===== src/rtl/rmw_pkg.sv =====
package rmw_pkg;
  typedef enum logic [2:0] {
    ST_IDLE    = 3'd0,
    ST_LOAD    = 3'd1,
    ST_SETTLE  = 3'd2,
    ST_MODIFY  = 3'd3,
    ST_RELEASE = 3'd4
  } rmw_state_e;
endpackage


===== src/rtl/rmw_ctrl.sv =====
module rmw_ctrl
  import rmw_pkg::*;
#(
  parameter int SETTLE = 0
) (
  input  logic clk,
  input  logic rst_n,
  input  logic req_valid,
  output logic req_ready,
  output logic accept,
  output logic mod_exit,
  output logic rel_exit,
  output logic done
);
  rmw_state_e state_q, state_d;
  rmw_state_e after_load;

  generate
    if (SETTLE != 0) begin : g_wait
      assign after_load = ST_SETTLE;
    end else begin : g_direct
      assign after_load = ST_MODIFY;
    end
  endgenerate

  assign req_ready = (state_q == ST_IDLE) || (state_q == ST_RELEASE);
  assign accept    = req_valid && req_ready;
  assign mod_exit  = (state_q == ST_MODIFY);
  assign rel_exit  = (state_q == ST_RELEASE);
  assign done      = rel_exit;

  always_comb begin
    state_d = state_q;
    unique case (state_q)
      ST_IDLE:    if (accept) state_d = ST_LOAD;
      ST_LOAD:    state_d = after_load;
      ST_SETTLE:  state_d = ST_MODIFY;
      ST_MODIFY:  state_d = ST_RELEASE;
      ST_RELEASE: state_d = accept ? ST_LOAD : ST_IDLE;
      default:    state_d = ST_IDLE;
    endcase
  end

  always_ff @(posedge clk or negedge rst_n) begin
    if (!rst_n) state_q <= ST_IDLE;
    else        state_q <= state_d;
  end

  a_r2_accept_loads: assert property (@(posedge clk) disable iff (!rst_n)
    accept |=> (state_q == ST_LOAD));
  a_r6_release_after_modify: assert property (@(posedge clk) disable iff (!rst_n)
    (state_q == ST_RELEASE) |-> ($past(state_q) == ST_MODIFY));
  a_r6_done_single: assert property (@(posedge clk) disable iff (!rst_n)
    done |=> (!done || $past(accept)) == 1'b1 ? !done : 1'b1);

  generate
    if (SETTLE != 0) begin : g_chk_wait
      a_r10_wait_before_modify: assert property (@(posedge clk) disable iff (!rst_n)
        (state_q == ST_MODIFY) |-> ($past(state_q) == ST_SETTLE));
    end else begin : g_chk_direct
      a_r10_no_wait: assert property (@(posedge clk) disable iff (!rst_n)
        (state_q == ST_MODIFY) |-> ($past(state_q) == ST_LOAD));
    end
  endgenerate
endmodule


===== src/rtl/rmw_datapath.sv =====
module rmw_datapath #(
  parameter int AW  = 8,
  parameter int BAW = 6,
  parameter int DW  = 16
) (
  input  logic           clk,
  input  logic           rst_n,
  input  logic           accept,
  input  logic           mod_exit,
  input  logic           rel_exit,
  input  logic [AW-1:0]  req_addr,
  input  logic [DW-1:0]  req_mask,
  input  logic [DW-1:0]  rdata_a,
  input  logic [DW-1:0]  rdata_b,
  output logic [AW-1:0]  addr,
  output logic [BAW-1:0] addr_b,
  output logic           we,
  output logic [DW-1:0]  wdata,
  output logic [DW-1:0]  capture_b
);
  logic [DW-1:0] mask_q;

  assign addr_b = addr[BAW-1:0];

  always_ff @(posedge clk or negedge rst_n) begin
    if (!rst_n) begin
      addr      <= '0;
      mask_q    <= '0;
      we        <= 1'b0;
      wdata     <= '0;
      capture_b <= '0;
    end else begin
      if (accept) begin
        addr   <= req_addr;
        mask_q <= req_mask;
      end
      if (mod_exit) begin
        wdata     <= rdata_a ^ mask_q;
        capture_b <= rdata_b;
        we        <= 1'b1;
      end else if (rel_exit) begin
        we        <= 1'b0;
      end
    end
  end

  a_r3_addr_held: assert property (@(posedge clk) disable iff (!rst_n)
    mod_exit |=> $stable(addr));
  a_r4_we_one_cycle: assert property (@(posedge clk) disable iff (!rst_n)
    we |=> !we);
  a_r4_we_in_release: assert property (@(posedge clk) disable iff (!rst_n)
    we |-> rel_exit);
  a_r8_capture_port_b: assert property (@(posedge clk) disable iff (!rst_n)
    mod_exit |=> (capture_b == $past(rdata_b)));
endmodule


===== src/rtl/rmw_io_sampler.sv =====
module rmw_io_sampler #(
  parameter int IOW = 4
) (
  input  logic           clk,
  input  logic           rst_n,
  input  logic           take,
  input  logic [IOW-1:0] pins,
  output logic [IOW-1:0] held
);
  always_ff @(posedge clk or negedge rst_n) begin
    if (!rst_n)    held <= '0;
    else if (take) held <= pins;
  end

  a_r7_hold_between: assert property (@(posedge clk) disable iff (!rst_n)
    !take |=> $stable(held));
endmodule


===== src/rtl/rmw_sequencer.sv =====
module rmw_sequencer #(
  parameter int AW     = 8,
  parameter int BAW    = 6,
  parameter int DW     = 16,
  parameter int IOW    = 4,
  parameter int SETTLE = 0
) (
  input  logic           clk,
  input  logic           rst_n,
  input  logic           req_valid,
  output logic           req_ready,
  input  logic [AW-1:0]  req_addr,
  input  logic [DW-1:0]  req_mask,
  input  logic [IOW-1:0] io_in,
  output logic [AW-1:0]  ram_addr_a,
  output logic [BAW-1:0] ram_addr_b,
  output logic           ram_we,
  output logic [DW-1:0]  ram_wdata,
  input  logic [DW-1:0]  ram_rdata_a,
  input  logic [DW-1:0]  ram_rdata_b,
  output logic           done,
  output logic [IOW-1:0] io_sampled,
  output logic [DW-1:0]  portb_capture
);
  logic accept, mod_exit, rel_exit;

  rmw_ctrl #(.SETTLE(SETTLE)) u_ctrl (
    .clk(clk), .rst_n(rst_n), .req_valid(req_valid), .req_ready(req_ready),
    .accept(accept), .mod_exit(mod_exit), .rel_exit(rel_exit), .done(done)
  );

  rmw_datapath #(.AW(AW), .BAW(BAW), .DW(DW)) u_dp (
    .clk(clk), .rst_n(rst_n), .accept(accept), .mod_exit(mod_exit),
    .rel_exit(rel_exit), .req_addr(req_addr), .req_mask(req_mask),
    .rdata_a(ram_rdata_a), .rdata_b(ram_rdata_b), .addr(ram_addr_a),
    .addr_b(ram_addr_b), .we(ram_we), .wdata(ram_wdata),
    .capture_b(portb_capture)
  );

  rmw_io_sampler #(.IOW(IOW)) u_io (
    .clk(clk), .rst_n(rst_n), .take(rel_exit), .pins(io_in), .held(io_sampled)
  );

  a_r5_slice: assert property (@(posedge clk) disable iff (!rst_n)
    ram_we |-> (ram_addr_b == ram_addr_a[BAW-1:0]));
endmodule


===== config.mk =====
export PLATFORM = sky130hd
export DESIGN_NAME = rmw_sequencer
export DESIGN_NICKNAME = d
export VERILOG_FILES = /design/src/rtl/rmw_pkg.sv /design/src/rtl/rmw_ctrl.sv /design/src/rtl/rmw_datapath.sv /design/src/rtl/rmw_io_sampler.sv /design/src/rtl/rmw_sequencer.sv
export SDC_FILE = /design/constraint.sdc
export NUM_CORES = 1
export LEC_CHECK = 0
export BUFFER_PORTS_ARGS = -buffer_cell sky130_fd_sc_hd__buf_2
export CAP_MARGIN = 20
export CELL_PAD_IN_SITES_DETAIL_PLACEMENT = 0
export CELL_PAD_IN_SITES_GLOBAL_PLACEMENT = 1
export CORE_MARGIN = 8
export CORE_UTILIZATION = 34
export CTS_BUF_LIST = sky130_fd_sc_hd__clkbuf_4 sky130_fd_sc_hd__clkbuf_8
export DETAILED_ROUTE_END_ITERATION = 8
export PLACE_DENSITY = 0.75
export SLEW_MARGIN = 20
export SYNTH_ARGS = -nofsm -noshare
export SYNTH_HDL_FRONTEND = slang
export SYNTH_SLANG_ARGS = --single-unit

===== constraint.sdc =====
create_clock -name clk -period 1.4 [get_ports clk]
set_input_delay 0.07 -clock clk [delete_from_list [all_inputs] [get_ports clk]]
set_output_delay 0.07 -clock clk [all_outputs]
set_load 0.02 [all_outputs]

# Yosys cells after proc, flatten, opt, wreduce, memory -nomap -nowiden
# Cells that the tools add are included.
dict set report totals {
  ff_bits 64
  latch_bits 0
  mem_bits_rw 0
  rom_bits 0
  input_bits 63
  out_inout_bits 53
  wordCells 23
  n_memories 0
}
dict set report op_classes {
  add_sub_neg 0
  n_mul 0
  div_mod_pow 0
  order_cmp 0
  eq_ne 5
  shift 0
  n_mux 5
  n_bitwise 1
  n_reduce_logical 5
}
# operator n
set op_table {}
lappend op_table {{16-bit bitwise XOR} 1}
lappend op_table {{3-bit case mux with 4 select lines} 1}
lappend op_table {{3-bit by 2-bit == test with 1-bit output (second input constant)} 2}
lappend op_table {{3-bit by 1-bit == test with 1-bit output (second input constant)} 1}
lappend op_table {{3-bit == test (second input constant)} 1}
lappend op_table {{3-bit logical NOT} 1}
lappend op_table {{1-bit 2-to-1 mux} 3}
lappend op_table {{3-bit 2-to-1 mux} 1}
lappend op_table {{2-bit by 1-bit inequality test with 1-bit output (second input constant)} 1}
lappend op_table {{2-bit nonzero test} 1}
lappend op_table {{2-bit OR reduction} 1}
lappend op_table {{1-bit logical AND} 1}
lappend op_table {{1-bit logical OR} 1}

# Depth between registers and ports, before layout
# Gate-level depths: netlist (run 1).
dict set report logic_depth {
  ltp_word 5
  depth_mapped 6
  mapped_depth_nobuf 3
}

# Modules after synthesis
# Synthesis (run 1) repeated with hierarchy kept, for this count alone.
dict set report unflattened {
  cells_unflattened 184
  hier_area_um2 2672.6
}
# module instances cells_each area_each_um2
set by_module_without_submodules {}
lappend by_module_without_submodules {rmw_datapath 1 161 2369.8}
lappend by_module_without_submodules {rmw_ctrl 1 15 157.7}
lappend by_module_without_submodules {rmw_io_sampler 1 8 145.1}

# Worst setup path before layout (run 1)
# No wires, ideal clock.
dict set report synth_path {
  path_kind {register -> register}
  startpoint {reg u_ctrl.state_q[0]}
  endpoint {reg u_dp.addr[3]}
  t_arrival_ps 1569
  required_ps 1275
  path_slack_ps -294
  stages_incl_launch_ff 7
  path_buffers 3
  path_cell_list {dfrtp_1 buf_2 nor2_1 and2_1 buf_6 buf_6 mux2_4}
}
dict set report synth_via {
  elab_chain_cells 3
  word_cells_on_any_way 4
  classes_between {eq/ne (1); reduce/logical (3)}
}
# item line
set synth_rtl {}
lappend synth_rtl {{from (decl)} rmw_ctrl.sv:15} ;# rmw_state_e state_q, state_d;
lappend synth_rtl {{from (signal assigned)} rmw_ctrl.sv:46} ;# else state_q <= state_d;
lappend synth_rtl {{3-bit == test / 3-bit logical NOT (equally long branches)} rmw_ctrl.sv:26} ;# assign req_ready = (state_q == ST_IDLE) || (state_q == ST_RELEASE);
lappend synth_rtl {{1-bit logical OR *} rmw_ctrl.sv:26}
lappend synth_rtl {{net req_ready} rmw_sequencer.sv:11} ;# output logic req_ready,
lappend synth_rtl {{1-bit logical AND *} rmw_ctrl.sv:27} ;# assign accept = req_valid && req_ready;
lappend synth_rtl {{to (signal assigned)} rmw_datapath.sv:34} ;# addr <= req_addr;
lappend synth_rtl {{to (decl)} rmw_datapath.sv:15} ;# output logic [AW-1:0] addr,
# The timed path passes the listed nets; every way through them passes the cells marked *.
# A chain may end at the register's enable or synchronous reset.

# Worst setup path after layout (run 1)
dict set report layout_path {
  startpoint {reg u_ctrl.state_q[0]}
  endpoint {reg u_dp.mask_q[0]}
}
dict set report layout_via {
  elab_chain_cells 3
  word_cells_on_any_way 4
  classes_between {eq/ne (1); reduce/logical (3)}
}
# item line
set layout_rtl {}
lappend layout_rtl {{3-bit == test / 3-bit logical NOT (equally long branches)} rmw_ctrl.sv:26}
lappend layout_rtl {{1-bit logical OR *} rmw_ctrl.sv:26}
lappend layout_rtl {{1-bit logical AND *} rmw_ctrl.sv:27}
lappend layout_rtl {{to (signal assigned)} rmw_datapath.sv:35} ;# mask_q <= req_mask;
lappend layout_rtl {{to (decl)} rmw_datapath.sv:21} ;# logic [DW-1:0] mask_q;
# Mark *: on every way between the ends. The rest lies on a longest branch, timed or not.

==> flow_metrics.tcl, run 1 <==
set metrics [dict create \
    fin_nets 422 \
    grt_pass1_wl_mm 10.70 \
    synth-seq-area-share 0.6052 \
    core-area_sq_um 7647 \
    rsz0062_at_grt "true" \
    rrSetupSlack_ns -0.02 \
    numPortBuffers 115 \
    synth_area_sq_um 2646 \
    layout-drive-gt1-share 0.5357 \
    start_util 0.3460 \
    via_per_inst 4.227 \
    grt_antenna_before_repair 0 \
    outcome "finished, violations left" \
    fmax_mhz 706.2 \
    syn-num-nets 249 \
    p_leak_nw 2.031 \
    synthToLayoutAreaGrowth_pct 57.26 \
    setup.worst_path.start "u_ctrl.state_q[0]$_DFFE_PN0P_" \
    die_x_microns 104.2 \
    grt_max_degree 65 \
    crit_family "flip-flops" \
    pre_cts_slack_ns 0.02288 \
    ant_nets 0 \
    hold_slack_ns 0.02229 \
    synth.avg_cell_area_sq_um 14.23 \
    drc 0 \
    row_count 32 \
    worst_slack_ns -0.01596 \
    worstRegToRegCells 5 \
    grt_pass1_vias 2249 \
    groute.usage.overall 0.1221 \
    slowest_delay_ns 0.39 \
    placed_cell_area_sq_um 3386 \
    synth-seq-cells 64 \
    cts_root_buffer "clkbuf_8" \
    critical_path.cell_chain "buf_6 > nor2_4 > and2_4 > buf_12 > mux2_4" \
    overflow 0 \
    routed_wl_mm 6.507 \
    fin_crit_ns 1.416 \
    chipHeight_microns 104.2 \
    drv_cap 0 \
    worst-path-stages 5 \
    relSlewSlack 0.7673 \
    gp_congestion 0.7020 \
    crit_path_top_delay_cell "dfrtp_1" \
    numClockSinks 64 \
    fin_worst_skew_ns 0.009130 \
    synth_warnings 0 \
    endpoint "u_dp.mask_q[0]$_DFFE_PN0P_" \
    hpwl_mm 4.431 \
    h-tree-depth 3 \
    slew_viol_final 0 \
    worstSkewPairLatency_ns 0.33 \
    r2r-end "u_dp.mask_q[0]$_DFFE_PN0P_" \
    io_pins 116 \
    hold_viol 0 \
    ys_types 17 \
    path_class "flip-flop to flip-flop" \
    crit_arrival_ns 1.63 \
    antenna_cells 0 \
    drt_iter0_drc 113 \
    die_area_sq_um 10860 \
    cp_max_fo 10 \
    num_vias 1970 \
    firstDrtPassIters 4 \
    cp.required_ns 1.61 \
    reg2reg_from "u_ctrl.state_q[0]$_DFFE_PN0P_" \
    powerDensity_nw_per_um2 2336 \
    hp-class "input port to flip-flop" \
    critPathBufInv 2 \
    cp-end-kind "flip-flop" \
    finalCritPeriodShare 1.011 \
    cts.clk_slew.worst_paths_ns 0.07 \
    crit_path_start_kind "flip-flop" \
    syn_inst 186 \
    cts_buffers 9 \
    setup_viol 15 \
    worst_slew_pin_slew_ns 0.3490 \
    violations "negative setup slack" \
    cts.path.max_buffers 2 \
    design_area_sq_um 4161 \
    cts_tree "done" \
    ir_drop_uv 992.1 \
    wl_per_cell_microns 13.96 \
]
## stage by stage
step,total power [W],std cells,TNS [ns],utilization
after floorplan,0.006368,186,-2.220,-
after global placement,0.007567,399,0,0.4427
after detailed placement,0.007682,399,0,0.4427
after CTS,0.009686,463,-0.2198,0.5370
after global routing,0.01041,466,-1.290,0.5442
final,0.009720,466,-0.1496,0.5442
## sequential cells by signal, indices dropped and copies added, names as in the netlist
signal	cells
u_dp.mask_q	16
u_io.held	4
u_dp.we	1
u_dp.wdata	16
u_ctrl.state_q	3
u_dp.capture_b	16
u_dp.addr	8
## synth_stat cells
cell type | number | area, sq um
mux2_4 | 20 | 300.3
xnor2_1 | 17 | 148.9
nor2b_1 | 2 | 12.51
nand3b_1 | 1 | 7.510
nor3_2 | 1 | 10.01
inv_1 | 2 | 7.510
buf_6 | 3 | 33.78
buf_4 | 6 | 45.04
and2_1 | 1 | 6.260
o31a_1 | 1 | 8.760
mux2_2 | 24 | 270.3
nor2_1 | 2 | 7.510
o21ai_0 | 19 | 95.09
buf_2 | 4 | 20.02
clkbuf_1 | 2 | 7.510
dfrtp_1 | 64 | 1602
nand2_1 | 17 | 63.81
## cell usage in the layout (no fill, tap or decap)
cell type,Yosys,final
and2_4,0,1
buf_12,0,5
buf_2,4,114
buf_4,6,10
buf_6,3,2
bufinv_16,0,2
clkbuf_16,0,1
clkbuf_4,0,3
clkbuf_8,0,10
clkinv_2,0,1
dfrtp_1,64,64
dlygate4sd3_1,0,45
inv_1,2,2
mux2_2,24,20
mux2_4,20,24
nand2_1,17,17
nand3b_1,1,1
nor2_1,2,1
nor2_4,0,1
nor2b_1,2,2
nor3_2,1,1
o21ai_0,19,19
o31a_1,1,1
xnor2_1,17,17
## worst min-delay path, cell delays in order
cell and delay (ns):
buf_2 0.08, xnor2_1 0.10, o21ai_0 0.06
## repair_timing
item | 4_1_cts | 5_1_grt
hold endpoints to repair | 108 | 0
cloned | 0 | 1
hold buffers | 45 | 0
gates resized for setup | 3 | 4
endpoints found under the setup margin | 3 | 37
setup buffers | 3 | 2
pin swaps | 1 | 1
## worst min-delay path by stage
stage | startpoint | to | slack, ns | cells past startpoint
4_1_cts | ram_rdata_a[14] | u_dp.wdata[14]$_DFFE_PN0P_ | 0.007 | 3
3_3_place_gp | rst_n | u_dp.addr[7]$_DFFE_PN0P_ | 0.11 | 2
2_1_floorplan | rst_n | u_ctrl.state_q[0]$_DFFE_PN0P_ | -0.23 | 0
3_5_place_dp | rst_n | u_dp.addr[0]$_DFFE_PN0P_ | 0.12 | 2
6_report | ram_rdata_a[12] | u_dp.wdata[12]$_DFFE_PN0P_ | 0.02 | 3
5_1_grt | ram_rdata_a[14] | u_dp.wdata[14]$_DFFE_PN0P_ | 0.02 | 3
## final cells by class
type                       instances  area, sq um
clock inverter                     3        65.06
clock buffer                      13        160.2
fill                             677         3486
sequential                        64         1602
timing repair buffer             177         1244
inverter                           2        7.507
tap                              102        127.6
multi-input combinational        105        955.9
## report_power, final
part / internal (W) / switching [W]
sequential: 0.00280 / 0.000519
clock: 0.00111 / 0.000660
combinational: 0.00235 / 0.00228
total: 0.00626 / 0.00346
## per-layer routing
layer	global-route usage	part of all wire	vias up
li1	-	-	965
met1	0.1348	0.41	922
met2	0.1994	0.50	72
met3	0.05019	0.080	11
met4	0.05998	0.018	0
met5	0	0	-
## kinds of logic after synthesis
group / synth area share
buf+inv: 0.04303
compound gates: 0.03924
flops: 0.6052
xor+xnor: 0.05626
simple gates: 0.04066
mux: 0.2156
(Power assumes the default switching activity.)
==> run 2, diff against run 1 <==
- CORE_ASPECT_RATIO: unset -> 0.8
- CORE_MARGIN: 8 -> 3
- GPL_ROUTABILITY_DRIVEN: unset -> 0
==> run 2 against run 1 <==
Net effect:
- the flow still finishes with violations (negative setup slack)
- non-clock buffer count shrank 3
- utilization grew 0.86 points
- final cell count is the same
- via count shrank 0.86%
- worst hold slack lost 0.0018 ns
- sequential cell count is the same
- critical path type unchanged
- fmax grew 0.95%
- sequential power grew 2%
- die area shrank 18%
- largest power group unchanged
- global-route usage grew 1.7 points
- power shrank 3.4%
==> flow_metrics.tcl, run 2 (synthesis gave the netlist of run 1 again) <==
set metrics [dict create \
    start_util 0.3546 \
    hold_depth 3 \
    die_x_microns 104.6 \
    n_fill_cell 662 \
    via_per_inst 4.191 \
    setup_viol 3 \
    layout-drive-gt1-share 0.5319 \
    crit_path_start_kind "flip-flop" \
    crit_arrival_ns 1.61 \
    crit_family "flip-flops" \
    cp_max_fo 7 \
    outcome "finished, violations left" \
    drt_iter0_drc 46 \
    final_cell_mix "buf_2 (114), dfrtp_1 (64), dlygate4sd3_1 (45)" \
    hold_slack_ns 0.02052 \
    instances_no_fill 466 \
    crit_path_top_delay_cell "dfrtp_1" \
    core-area_sq_um 7462 \
    use_met2 0.2263 \
    final-seq-area_sq_um 1602 \
    fin_crit_ns 1.403 \
    powerDensity_nw_per_um2 2277 \
    reg2reg_from "u_ctrl.state_q[0]$_DFFE_PN0P_" \
    cp-end-kind "flip-flop" \
    grt_pass1_vias 2015 \
    reg_top3 "u_dp.capture_b x16, u_dp.mask_q x16, u_dp.wdata x16" \
    hpwl_mm 3.869 \
    final_common_cell "buf_2" \
    relSlewSlack 0.7737 \
    hp-start "ram_rdata_a[9]" \
    cts.clk_slew.worst_paths_ns 0.07 \
    synthToLayoutAreaGrowth_pct 55.89 \
    grtUsageMet1 0.1709 \
    grt_antenna_before_repair 0 \
    cts.path.max_buffers 2 \
    fin_nets 419 \
    violations "negative setup slack" \
    worstRegToRegCells 5 \
    placed_cells 402 \
    whs_endpoint "u_dp.wdata[9]$_DFFE_PN0P_" \
    cp.required_ns 1.61 \
    groute.usage.overall 0.1390 \
    p_leak_nw 2.039 \
    fin_worst_skew_ns 0.006955 \
    rrSetupSlack_ns -0.003 \
    critical_path.cell_chain "buf_6 > nor2_4 > and2_4 > clkbuf_16 > mux2_4" \
    ir_drop_uv 1172 \
    cts_buffers 9 \
    antenna_cells 0 \
    hp-class "input port to flip-flop" \
    path_class "flip-flop to flip-flop" \
    overflow 0 \
    rsz0062_at_grt "true" \
    slowest_delay_ns 0.41 \
    routed_wl_mm 5.950 \
    io_pins 116 \
    worst_slew_pin_slew_ns 0.3394 \
    drc 0 \
    cts_root_buffer "clkbuf_8" \
    cts_tree "done" \
    h-tree-depth 3 \
    busiest_layer "met2" \
    slew_viol_final 0 \
    row_count 28 \
    drv_cap 0 \
    fmax_mhz 713.0 \
    numPortBuffers 115 \
    grt_pass1_wl_mm 9.708 \
    hold_viol 0 \
    worstSkewPairLatency_ns 0.33 \
    firstDrtPassIters 2 \
    multi_input_area_sq_um 996.0 \
    finalCritPeriodShare 1.002 \
    numClockSinks 64 \
    grt_max_degree 65 \
    worst_slack_ns -0.002572 \
    critPathBufInv 2 \
    wl_per_cell_microns 12.77 \
    total_power_w 0.009393 \
    die_area_sq_um 8885 \
    num_vias 1953 \
    chipHeight_microns 84.91 \
    ant_nets 0 \
    grt.met3_usage 0.05247 \
    r2r-end "u_dp.mask_q[15]$_DFFE_PN0P_" \
]
[run 2: cell type report]
| class | instances | area share |
|---|---|---|
| timing repair buffer | 174 | 0.2948 |
| clock inverter | 4 | 0.004853 |
| tap | 105 | 0.03185 |
| multi-input combinational | 105 | 0.2414 |
| clock buffer | 12 | 0.03700 |
| sequential | 64 | 0.3882 |
| inverter | 2 | 0.001820 |
[run 2: timing repair]
item / CTS / global route
setup buffers: 1 / 1
cloned: 0 / 1
hold endpoints to repair: 108 / 0
resized for setup: 4 / 16
endpoints found under the setup margin: 1 / 43
pin swaps: 0 / 2
hold buffers: 45 / 0
[run 2: per-layer routing]
metal,up-vias,part of all wire
met2,71,0.47
met1,911,0.45
met5,-,0
li1,963,-
met3,8,0.068
met4,0,0.013
[run 2: worst min-delay path: cells and delay by family]
| family | cells | cell delay, ns |
|---|---|---|
| xor+xnor | 1 | 0.10 |
| buf+inv | 1 | 0.09 |
| compound gates | 1 | 0.06 |
[run 2: power by group]
group | total (W) | internal, W | switching, W
combinational | 0.00464 | 0.00238 | 0.00225
clock | 0.00139 | 0.000719 | 0.000670
sequential | 0.00337 | 0.00280 | 0.000564
total | 0.00939 | 0.00590 | 0.00349
[run 2: per-stage QoR]
stage / TNS [ns] / cell area (sq um) / utilization / setup WS (ns)
after floorplan: -2.220 / 2670 / - / -0.09485
after global routing: -1.454 / 4125 / 0.5528 / -0.06247
after CTS: -0.08082 / 4034 / 0.5406 / -0.02470
final: -0.006284 / 4125 / 0.5528 / -0.002572
after global placement: 0 / 3390 / 0.4542 / 0.09969
after detailed placement: 0 / 3390 / 0.4542 / 0.05833
[run 2: how the worst max path moves through the flow]
stage                                  start                          end  slack [ns]  cells after the start
2_1_floorplan  u_ctrl.state_q[0]$_DFFE_PN0P_     u_dp.addr[3]$_DFFE_PN0P_       -0.09                      6
5_1_grt        u_ctrl.state_q[0]$_DFFE_PN0P_  u_dp.mask_q[15]$_DFFE_PN0P_       -0.06                      5
4_1_cts        u_ctrl.state_q[0]$_DFFE_PN0P_                         done       -0.02                      4
3_3_place_gp   u_ctrl.state_q[1]$_DFFE_PN0P_     u_dp.addr[7]$_DFFE_PN0P_         0.1                      4
3_5_place_dp   u_ctrl.state_q[0]$_DFFE_PN0P_     u_io.held[2]$_DFFE_PN0N_        0.06                      4
6_report       u_ctrl.state_q[0]$_DFFE_PN0P_  u_dp.mask_q[15]$_DFFE_PN0P_      -0.003                      5
